**src/rtl/br_pkg.sv**
```systemverilog
package br_pkg;
  localparam int unsigned DATA_W  = 8;
  localparam int unsigned SEL_W   = 4;
  localparam int unsigned N_COND  = 1 << (SEL_W - 1);

  localparam int unsigned BIT_C   = 7;
  localparam int unsigned BIT_V   = 6;
  localparam int unsigned BIT_Z   = 5;
  localparam int unsigned BIT_N   = 4;
  localparam int unsigned BIT_G   = 3;
  localparam int unsigned BIT_L   = 2;
  localparam int unsigned BIT_I   = 1;

  typedef enum logic [SEL_W-2:0] {
    COND_ALWAYS = 3'd0,
    COND_CARRY  = 3'd1,
    COND_OVF    = 3'd2,
    COND_ZERO   = 3'd3,
    COND_NEG    = 3'd4,
    COND_GT     = 3'd5,
    COND_LT     = 3'd6,
    COND_INPUT  = 3'd7
  } cond_e;

  // status bit tested by each flag-based condition
  function automatic int unsigned cond_bit(input int unsigned c);
    case (c)
      1:       return BIT_C;
      2:       return BIT_V;
      3:       return BIT_Z;
      4:       return BIT_N;
      5:       return BIT_G;
      6:       return BIT_L;
      default: return BIT_I;
    endcase
  endfunction
endpackage

```
**src/rtl/br_cond_eval.sv**
```systemverilog
module br_cond_eval
  import br_pkg::*;
(
  input  logic              is_jump_i,
  input  logic [SEL_W-1:0]  sel_i,
  input  logic [DATA_W-1:0] flags_i,
  input  logic              in_flag_i,
  output logic              take_o,
  output logic              src_imm_o
);
  localparam int unsigned IDX_W = SEL_W - 1;

  logic [N_COND-1:0] cond_vec;
  logic [IDX_W-1:0]  cond_idx;

  for (genvar g = 0; g < N_COND; g++) begin : g_cond
    if (g == int'(COND_ALWAYS)) begin : g_always
      assign cond_vec[g] = 1'b1;
    end else if (g == int'(COND_INPUT)) begin : g_input
      // owned flag, never the incoming status bit
      assign cond_vec[g] = in_flag_i;
    end else begin : g_flag
      assign cond_vec[g] = flags_i[cond_bit(g)];
    end
  end

  assign cond_idx  = sel_i[SEL_W-1:1];
  assign take_o    = is_jump_i & cond_vec[cond_idx];
  assign src_imm_o = sel_i[0];
endmodule

```
**src/rtl/br_in_port.sv**
```systemverilog
module br_in_port
  import br_pkg::*;
(
  input  logic              clk_i,
  input  logic              rst_ni,
  input  logic [DATA_W-1:0] data_i,
  input  logic              valid_i,
  input  logic              rd_i,
  output logic [DATA_W-1:0] data_o,
  output logic              flag_o
);
  logic              flag_q;
  logic [DATA_W-1:0] data_q;
  logic              load;

  // read clear outranks an arriving byte
  assign load = valid_i & ~flag_q & ~rd_i;

  always_ff @(posedge clk_i or negedge rst_ni) begin
    if (!rst_ni) begin
      flag_q <= 1'b0;
      data_q <= '0;
    end else begin
      if (rd_i)      flag_q <= 1'b0;
      else if (load) flag_q <= 1'b1;
      if (load)      data_q <= data_i;
    end
  end

  assign data_o = data_q;
  assign flag_o = flag_q;
endmodule

```
**src/rtl/br_status_merge.sv**
```systemverilog
module br_status_merge
  import br_pkg::*;
(
  input  logic [DATA_W-1:0] flags_i,
  input  logic              in_flag_i,
  output logic [DATA_W-1:0] status_o
);
  for (genvar b = 0; b < DATA_W; b++) begin : g_bit
    if (b == int'(BIT_I)) begin : g_i
      assign status_o[b] = in_flag_i;
    end else if (b < int'(BIT_I)) begin : g_rsvd
      assign status_o[b] = 1'b0;
    end else begin : g_pass
      assign status_o[b] = flags_i[b];
    end
  end
endmodule

```
**src/rtl/br_cond_unit.sv**
```systemverilog
module br_cond_unit
  import br_pkg::*;
(
  input  logic              clk_i,
  input  logic              rst_ni,
  input  logic              is_jump_i,
  input  logic [SEL_W-1:0]  cond_sel_i,
  input  logic [DATA_W-1:0] flags_i,
  output logic              take_o,
  output logic              src_imm_o,
  output logic [DATA_W-1:0] status_o,
  input  logic [DATA_W-1:0] in_data_i,
  input  logic              in_valid_i,
  output logic              in_ready_o,
  input  logic              rd_in_i,
  output logic [DATA_W-1:0] in_reg_o
);
  logic in_flag;

  br_in_port u_port (
    .clk_i   (clk_i),
    .rst_ni  (rst_ni),
    .data_i  (in_data_i),
    .valid_i (in_valid_i),
    .rd_i    (rd_in_i),
    .data_o  (in_reg_o),
    .flag_o  (in_flag)
  );

  br_cond_eval u_eval (
    .is_jump_i (is_jump_i),
    .sel_i     (cond_sel_i),
    .flags_i   (flags_i),
    .in_flag_i (in_flag),
    .take_o    (take_o),
    .src_imm_o (src_imm_o)
  );

  br_status_merge u_merge (
    .flags_i   (flags_i),
    .in_flag_i (in_flag),
    .status_o  (status_o)
  );

  assign in_ready_o = ~in_flag;
endmodule

```
**config.mk**
```make
export PLATFORM = sky130hd
export DESIGN_NAME = br_cond_unit
export DESIGN_NICKNAME = d
export VERILOG_FILES = /design/src/rtl/br_pkg.sv /design/src/rtl/br_cond_eval.sv /design/src/rtl/br_in_port.sv /design/src/rtl/br_status_merge.sv /design/src/rtl/br_cond_unit.sv
export SDC_FILE = /design/constraint.sdc
export NUM_CORES = 1
export LEC_CHECK = 0
export ABC_AREA = 1
export BUFFER_PORTS_ARGS = -buffer_cell sky130_fd_sc_hd__buf_2
export CAP_MARGIN = 20
export CELL_PAD_IN_SITES_DETAIL_PLACEMENT = 1
export CELL_PAD_IN_SITES_GLOBAL_PLACEMENT = 2
export CORE_MARGIN = 1
export CORE_UTILIZATION = 18
export CTS_CLUSTER_SIZE = 40
export DETAILED_ROUTE_END_ITERATION = 7
export PLACE_DENSITY_LB_ADDON = 0.25
export SLEW_MARGIN = 20
export SYNTH_ARGS = -nofsm -noshare
export SYNTH_HDL_FRONTEND = slang
export SYNTH_HIERARCHICAL = 1
export SYNTH_SLANG_ARGS = --single-unit
```
**constraint.sdc**
```tcl
create_clock -name clk_i -period 1.4 [get_ports clk_i]
set_input_delay 0.28 -clock clk_i [delete_from_list [all_inputs] [get_ports clk_i]]
set_output_delay 0.28 -clock clk_i [all_outputs]
set_load 0.02 [all_outputs]
```
==> results.sh, run 1 <==
export IMPL_ys_seq_elements=9
export IMPL_p_leak_uw=0.000461
export IMPL_yosysMostFrequentCell="nand2_1"
export IMPL_place_hpwl_mm=1.10
export IMPL_ant_nets=0
export IMPL_place_area_um2=697
export IMPL_finalWorstSetupSlack_ps=-2.22
export IMPL_clockBufferDepth=2
export IMPL_root_buffer="clkbuf_4"
export IMPL_synth_compound_area_share_pct=0.939
export IMPL_ys_flop_type="dfrtp_1"
export IMPL_cp_top_family="flip-flops"
export IMPL_min_to="u_port/flag_o"
export IMPL_finish_instance_area_um2=736
export IMPL_hold_path_startpoint="rd_in_i"
export IMPL_period_share_pct=100
export IMPL_r2r_start="u_port/flag_o"
export IMPL_drv_slew=0
export IMPL_fin_tns_setup_ps=-2.22
export IMPL_setup_viol=1
export IMPL_worstPathArrival_ps=1120
export IMPL_synth_avg_cell_area_um2=7.20
export IMPL_worstPathCellList="inv_1, nand2_1, nand3_1, nand2_1, nor2_1, nor2_1, buf_4"
export IMPL_grt_max_degree=11
export IMPL_status="finished with violations"
export IMPL_netlist_top_cells_area="dfrtp_1, nand2_1, buf_4, nand3_1, inv_1"
export IMPL_drive_gt1_share_pct=41.7
export IMPL_worstReg2RegEnd="u_port/data_o[7]"
export IMPL_fmax_mhz=713
export IMPL_synthMuxAreaShare_pct=0
export IMPL_critPathLaunchType="flip-flop"
export IMPL_synth_fa_ha_area_share_pct=0
export IMPL_core_um2=2780
export IMPL_fin_hold_ws_ps=206
export IMPL_initial_core_util_pct=19.2
export IMPL_ys_seq_area_share_pct=42.3
export IMPL_n_antenna_cell=0
export IMPL_cts_made_buffers=3
export IMPL_firstDrtPassIters=4
export IMPL_yosysTopAreaCell="dfrtp_1"
export IMPL_end_kind="output pin"
export IMPL_slowest_delay_ps=370
export IMPL_nets=134
export IMPL_syn_area_um2=533
export IMPL_routed_wl_mm=1.42
export IMPL_io_pins=44
export IMPL_hold_viol_final=0
export IMPL_cts_max_level=1
export IMPL_r2r_cells=5
export IMPL_synth_nets=99
export IMPL_drv_cap=0
export IMPL_hold_path_depth=2
export IMPL_async_reset_ff_share_pct=100
export IMPL_yosys_cell_types_count=12
export IMPL_netlist_area_leader_share_pct=42.3
export IMPL_cts_sinks=9
export IMPL_yosys_warnings=6
export IMPL_synth_top_family_by_area="simple AND/OR/NAND/NOR gates"
export IMPL_setup_worst_path_start="u_port/flag_o"
export IMPL_avgRoutedWirePerCell_um=10.2
export IMPL_drtIter0Drc=14
export IMPL_portBuffers=38
export IMPL_grt_usage_pct=9.53
export IMPL_vias=550
export IMPL_grt_first_pass_wirelength_mm=2.31
export IMPL_cts_tree="yes"
export IMPL_finalCriticalPeriod_ps=1400
export IMPL_reg2reg_slack_ps=280
export IMPL_dieArea_um2=3180
export IMPL_fillCellCount=368
export IMPL_criticalPathCategory="flip-flop to output pin"
export IMPL_antenna_found_initial=0
export IMPL_die_x_um=56.4
export IMPL_clock_latency_ps=270
export IMPL_violations="setup timing"
export IMPL_cts_clk_slew_worst_paths_ps=60
export IMPL_yosys_area_share_simple_pct=36.2
export IMPL_grt_ovfl_total=0
export IMPL_synth_cells_most_frequent="nand2_1, nand3_1, buf_4, dfrtp_1, inv_1"
export IMPL_cp_num_buf_inv=2
export IMPL_place_congestion=0.660
export IMPL_grt_pass1_vias=538
export IMPL_crit_slowest_cell="dfrtp_1"
export IMPL_grt_setup_unrepaired="true"
export IMPL_synth_edf_count=0
export IMPL_row_count=19
export IMPL_clock_skew_ps=3.00
export IMPL_synthCells=74
export IMPL_required_ps=1120
export IMPL_synth_xor_area_share_pct=0
export IMPL_cp_max_fo=2
export IMPL_hold_class="primary input to flip-flop"
export IMPL_routed_via_density=3.96
export IMPL_powerDensity_nw_per_um2=1060
export IMPL_syn_to_final_growth_pct=38.0
export IMPL_die_y_um=56.4
export IMPL_ir_worst_vdd_mv=0.546
export IMPL_drc=0
-- kinds of logic (layout without fill, tap and decap cells) --
kind of cell           count (synthesis)  after routing
AOI/OAI and AO/OA                      1              1
buffers and inverters                 19             53
and+or+nand+nor                       44             44
other                                  1              1
DFF                                    9              9
-- where the power goes --
group | internal (uW) | switching [uW]
Sequential | 299 | 20.1
Combinational | 90.3 | 156
Clock | 110 | 101
-- routing by layer --
metal,track usage (%),wire [um],up-vias,share of wire (%)
met2,15.5,651,32,46
met3,3.00,136,4,9.6
met1,10.7,606,235,43
li1,-,-,279,-
met5,0,0,-,0
met4,6.27,27,0,1.9
-- worst register-to-register path: stages (launching register included) --
cell and delay, ps:
dfrtp_1 370, buf_4 150, nor2_4 230, nand2_4 130, nand2_1 90, nand2_1 50
-- stage by stage --
step | util [%] | total power [uW] | setup WS (ps) | cells
floorplan | - | 482 | 160 | 74
CTS | 26.5 | 790 | -44.9 | 139
detailed placement | 25.1 | 572 | 119 | 134
finish | 26.5 | 777 | -2.22 | 139
global placement | 25.1 | 568 | 126 | 134
global route | 26.5 | 828 | -130 | 139
-- cell usage in the layout, fill, tap and decap left out --
cell type and n:
inv_2 1, nor2_1 4, dfrtp_1 9, nor2_4 1
nand3_1 10, clkbuf_4 3, conb_1 1, nand2_1 28
clkbuf_1 1, dlygate4sd3_1 1, buf_2 37, inv_1 8
nand2_4 1, a21oi_1 1, buf_4 2
-- how the worst max path moves through the flow --
stage                         to  slack, ps  cells after the start
final                     take_o         -2                      7
after global routing      take_o       -130                      7
after CTS                 take_o        -40                      7
after detailed placement  take_o        120                      9
after global placement    take_o        130                      9
after floorplan           take_o        160                      6
-- flip-flops by register name (all words and copies together) (netlist names) --
name and flops:
u_port/data_o 8, u_port/flag_o 1
-- what timing repair did --
| action | CTS | global route |
|---|---|---|
| endpoints found under the hold margin | 9 | 0 |
| setup buffers | 0 | 0 |
| pin swaps | 4 | 1 |
| hold buffers | 1 | 0 |
| gates resized for setup | 1 | 0 |
| endpoints found under the setup margin | 1 | 1 |
-- area by class of cell --
type,instances,area (um^2),share of cell area (%)
multi-input combinational,46,201,27.4
timing repair buffer,40,210,28.6
inverter,9,33.8,4.59
clock buffer,4,26.3,3.57
sequential,9,225,30.6
tap,31,38.8,5.27
Power figures use the tool's default switching activity.
==> run 2: changes to the inputs <==
Settings changed: SYNTH_HIERARCHICAL 1 to not set.
==> results.sh, run 2 <==
export IMPL_worstReg2RegEnd="u_port.data_o[2]"
export IMPL_reg2reg_slack_ps=420
export IMPL_synth_nets=98
export IMPL_status="finished with violations"
export IMPL_initial_core_util_pct=19.2
export IMPL_die_y_um=56.4
export IMPL_finalCriticalPeriod_ps=1410
export IMPL_place_hpwl_mm=1.07
export IMPL_die_x_um=56.4
export IMPL_syn_area_um2=533
export IMPL_criticalPathCategory="flip-flop to output pin"
export IMPL_netlist_top_cells_area="dfrtp_1, nand2_1, buf_4, nand3_1, inv_1"
export IMPL_stdcell_count=138
export IMPL_p_leak_uw=0.000462
export IMPL_critPathLaunchType="flip-flop"
export IMPL_syn_to_final_growth_pct=39.4
export IMPL_yosysMostFrequentCell="nand2_1"
export IMPL_avgRoutedWirePerCell_um=9.74
export IMPL_min_to="u_port.flag_o"
export IMPL_placed_cells=133
export IMPL_portBuffers=38
export IMPL_synth_cells_most_frequent="nand2_1, buf_4, nand3_1, dfrtp_1, inv_1"
export IMPL_r2r_cells=5
export IMPL_worstPathArrival_ps=1130
export IMPL_required_ps=1120
export IMPL_cts_sinks=9
export IMPL_postCtsSetupBuffers=0
export IMPL_finalWorstSetupSlack_ps=-7.70
export IMPL_r2r_start="u_port.flag_o"
export IMPL_fillCellCount=371
export IMPL_synth_avg_cell_area_um2=7.30
export IMPL_grt_setup_unrepaired="true"
export IMPL_hold_path_startpoint="rd_in_i"
export IMPL_powerDensity_nw_per_um2=1040
export IMPL_routed_wl_mm=1.34
export IMPL_fin_tns_setup_ps=-7.70
export IMPL_clockBufferDepth=2
export IMPL_synthCells=73
export IMPL_core_um2=2780
export IMPL_hold_viol_final=0
export IMPL_cts_made_buffers=3
export IMPL_firstDrtPassIters=2
export IMPL_fin_hold_ws_ps=216
export IMPL_row_count=19
export IMPL_hold_path_depth=2
export IMPL_ir_worst_vdd_mv=0.594
export IMPL_cts_tree="yes"
export IMPL_end_kind="output pin"
export IMPL_netlist_area_leader_share_pct=42.3
export IMPL_drv_slew=0
export IMPL_largest_reg_flops=8
export IMPL_yosys_warnings=0
export IMPL_grt_first_pass_wirelength_mm=2.22
export IMPL_io_pins=44
export IMPL_vias=543
export IMPL_mostFrequentLayoutCell="buf_2"
export IMPL_grt_pass1_vias=510
export IMPL_yosysTopAreaCell="dfrtp_1"
export IMPL_place_congestion=0.681
export IMPL_ys_seq_elements=9
export IMPL_grt_usage_pct=9.04
export IMPL_hold_class="primary input to flip-flop"
export IMPL_yosys_cell_types_count=11
export IMPL_grt_ovfl_total=0
export IMPL_clock_latency_ps=260
export IMPL_cts_max_level=1
export IMPL_clock_skew_ps=2.72
export IMPL_fmax_mhz=710
export IMPL_ys_seq_area_share_pct=42.3
export IMPL_routed_via_density=3.93
export IMPL_root_buffer="clkbuf_4"
export IMPL_nets=133
export IMPL_drc=0
export IMPL_dieArea_um2=3180
export IMPL_ys_flop_type="dfrtp_1"
export IMPL_antenna_found_initial=0
export IMPL_drtIter0Drc=5
export IMPL_drv_cap=0
export IMPL_async_reset_ff_share_pct=100
export IMPL_setup_viol=1
export IMPL_grt_max_degree=12
export IMPL_drive_gt1_share_pct=44.9
export IMPL_most_common_layout_cells="buf_2, nand2_1, nand3_1, dfrtp_1, inv_1"
export IMPL_ant_nets=0
export IMPL_period_share_pct=101
export IMPL_cp_max_fo=2
export IMPL_cts_clk_slew_worst_paths_ps=60
export IMPL_synth_edf_count=0
export IMPL_violations="setup timing"
export IMPL_n_antenna_cell=0
-- run 2: changes by cell type after synthesis --
cell,change
buf_2,-1
a21oi_1,+1
buf_4,+1
nor2_1,-2
-- run 2: power by group --
part | internal (uW) | switching [uW]
registers | 300 | 19.9
logic | 92.3 | 158
clock network | 110 | 94.7
total | 502 | 272
-- run 2: cell families after synthesis --
| logic type | Yosys count | share of synthesized area (%) |
|---|---|---|
| other | 1 | 0.704 |
| buffers and inverters | 19 | 20.4 |
| flip-flops | 9 | 42.3 |
| AO/OA/AOI/OAI | 2 | 1.88 |
| AND/OR/NAND/NOR | 42 | 34.7 |
-- run 2: final cells by class --
class                   count  area [um^2]  share of cell area, %
flip-flops and latches      9          225                   30.3
repair buffers             40          213                   28.6
multi-input cells          45          206                   27.8
inverters                   9         33.8                   4.55
clock buffers               4         26.3                   3.54
well taps                  31         38.8                   5.22
-- run 2: worst max path at each step --
stage          slack, ps  endpoint     startpoint  cells after the start
2_1_floorplan        220    take_o  u_port.flag_o                      6
3_5_place_dp         140    take_o  cond_sel_i[1]                      9
6_report              -8    take_o  u_port.flag_o                      7
4_1_cts              -60    take_o  u_port.flag_o                      7
5_1_grt              -90    take_o  u_port.flag_o                      7
3_3_place_gp         150    take_o  cond_sel_i[1]                      9
-- run 2: stage by stage --
step	instance area [um^2]	worst slack [ps]	power, uW	util (%)
global route	743	-88.6	831	26.7
detailed placement	694	138	573	25.0
finish	743	-7.70	775	26.7
global placement	694	146	569	25.0
CTS	733	-59.2	789	26.4
floorplan	533	218	485	-
-- run 2: routing by layer --
layer	part of all wire (%)	up-vias	track usage, %
li1	-	278	-
met1	41	245	10.2
met2	52	20	15.8
met3	6.7	0	3.46
met4	0	0	2.44
met5	0	-	0
-- run 2: critical path, stage by stage (launching register included) --
cell     delay [ps]
dfrtp_1         380
inv_2            60
nand2_2          40
nand3_2          50
nand2_1          50
nor2_1           80
nor2_1           50
buf_4           150
-- run 2: what timing repair did --
action	CTS	global route
hold buffers	1	0
pin swaps	4	3
gates resized for setup	1	4
endpoints found under the setup margin	1	2
gates cloned	0	0
hold endpoints to repair	9	0
==> run 3: changes to the inputs <==
Settings changed: RECOVER_POWER set to 100.
==> results.sh, run 3 (synthesized netlist as in run 2, its figures left out) <==
export IMPL_avgRoutedWirePerCell_um=9.78
export IMPL_grt_max_degree=12
export IMPL_firstDrtPassIters=2
export IMPL_end_kind="output pin"
export IMPL_clockBufferDepth=2
export IMPL_cts_max_level=1
export IMPL_hold_class="primary input to flip-flop"
export IMPL_most_common_layout_cells="buf_2, nand2_1, nand3_1, dfrtp_1, clkbuf_1"
export IMPL_final_util_pct=26.4
export IMPL_grt_setup_unrepaired="true"
export IMPL_powerDensity_nw_per_um2=1050
export IMPL_p_leak_uw=0.000442
export IMPL_drive_gt1_share_pct=38.3
export IMPL_violations="setup timing"
export IMPL_placed_cells=133
export IMPL_hold_viol_final=0
export IMPL_die_x_um=56.4
export IMPL_antenna_found_initial=0
export IMPL_place_congestion=0.681
export IMPL_mostFrequentLayoutCell="buf_2"
export IMPL_dieArea_um2=3180
export IMPL_critPathLaunchType="flip-flop"
export IMPL_grt_usage_pct=9.04
export IMPL_drv_slew=0
export IMPL_vias=542
export IMPL_fmax_mhz=710
export IMPL_grt_first_pass_wirelength_mm=2.22
export IMPL_grt_pass1_vias=510
export IMPL_drc=0
export IMPL_hold_path_startpoint="rd_in_i"
export IMPL_stdcell_count=138
export IMPL_pre_cts_ws_ps=138
export IMPL_setup_worst_path_start="u_port.flag_o"
export IMPL_worstPathArrival_ps=1130
export IMPL_portBuffers=38
export IMPL_cts_made_buffers=3
export IMPL_cts_sinks=9
export IMPL_clock_latency_ps=260
export IMPL_seqCellArea_um2=225
export IMPL_fin_hold_ws_ps=216
export IMPL_r2r_start="u_port.flag_o"
export IMPL_drtIter0Drc=4
export IMPL_status="finished with violations"
export IMPL_routed_via_density=3.93
export IMPL_place_hpwl_mm=1.07
export IMPL_syn_to_final_growth_pct=37.8
export IMPL_initial_core_util_pct=19.2
export IMPL_finalCriticalPeriod_ps=1410
export IMPL_row_count=19
export IMPL_fillCellCount=374
export IMPL_grt_ovfl_total=0
export IMPL_finalWorstSetupSlack_ps=-7.69
export IMPL_cp_max_fo=2
export IMPL_n_antenna_cell=0
export IMPL_required_ps=1120
export IMPL_drv_cap=0
export IMPL_io_pins=44
export IMPL_largest_reg_flops=8
export IMPL_cts_tree="yes"
export IMPL_die_y_um=56.4
export IMPL_root_buffer="clkbuf_4"
export IMPL_setup_viol=1
export IMPL_nets=133
export IMPL_routed_wl_mm=1.35
export IMPL_core_um2=2780
export IMPL_ir_worst_vdd_mv=0.594
export IMPL_clock_skew_ps=2.72
export IMPL_period_share_pct=101
export IMPL_criticalPathCategory="flip-flop to output pin"
export IMPL_ant_nets=0
export IMPL_cts_clk_slew_worst_paths_ps=60
export IMPL_multi_input_area_um2=206
run 3: cell count changes in the layout (fill, tap and decap cells not counted), sizes merged:
cell | before | now
clkbuf | 4 | 11
buf | 39 | 32
run 3: metrics by stage:
step | power [uW] | cell area (um^2) | TNS (ps)
floorplan | 485 | 533 | 0
finish | 772 | 734 | -7.69
global route | 829 | 734 | -88.6
CTS | 789 | 733 | -59.2
global placement | 569 | 694 | 0
detailed placement | 573 | 694 | 0
run 3: area by class of cell:
class / count / share of cell area (%)
Inverter: 9 / 4.60
Multi-Input combinational cell: 45 / 28.1
Sequential cell: 9 / 30.7
Tap cell: 31 / 5.28
Timing Repair Buffer: 40 / 27.8
Clock buffer: 4 / 3.58
run 3: layer usage:
layer	routed length (um)	track usage, %	vias to the layer above
li1	-	-	278
met1	545	10.2	244
met2	703	15.8	20
met3	100	3.46	0
met4	0	2.44	0
met5	0	0	-
run 3: timing repair:
item	4_1_cts	5_1_grt
buffers inserted	0	0
setup endpoints to repair	1	2
gates resized for setup	1	4
pin swaps	4	3
hold buffers	1	0
endpoints found under the hold margin	9	0
run 3: power breakdown:
group	switching, uW	internal, uW
combinational	158	89.4
clock	94.7	110
sequential	19.8	300
run 3: path summary, 6_finish.rpt:
kind                               endpoint  slack [ps]  depth (start not counted)
max                                  take_o          -8                          7
min                           u_port.flag_o         220                          2
max reg2reg                u_port.data_o[2]         420                          5
min reg2reg                u_port.data_o[0]         470                          2
max in group asynchronous  u_port.data_o[5]         570                          2
min in group asynchronous  u_port.data_o[7]         500                          2
run 3: worst max-delay path: stages (launching register included):
cell and delay, ps:
dfrtp_1 380, inv_2 60, nand2_2 40, nand3_2 50
nand2_1 50, nor2_1 80, nor2_1 50, buf_4 150
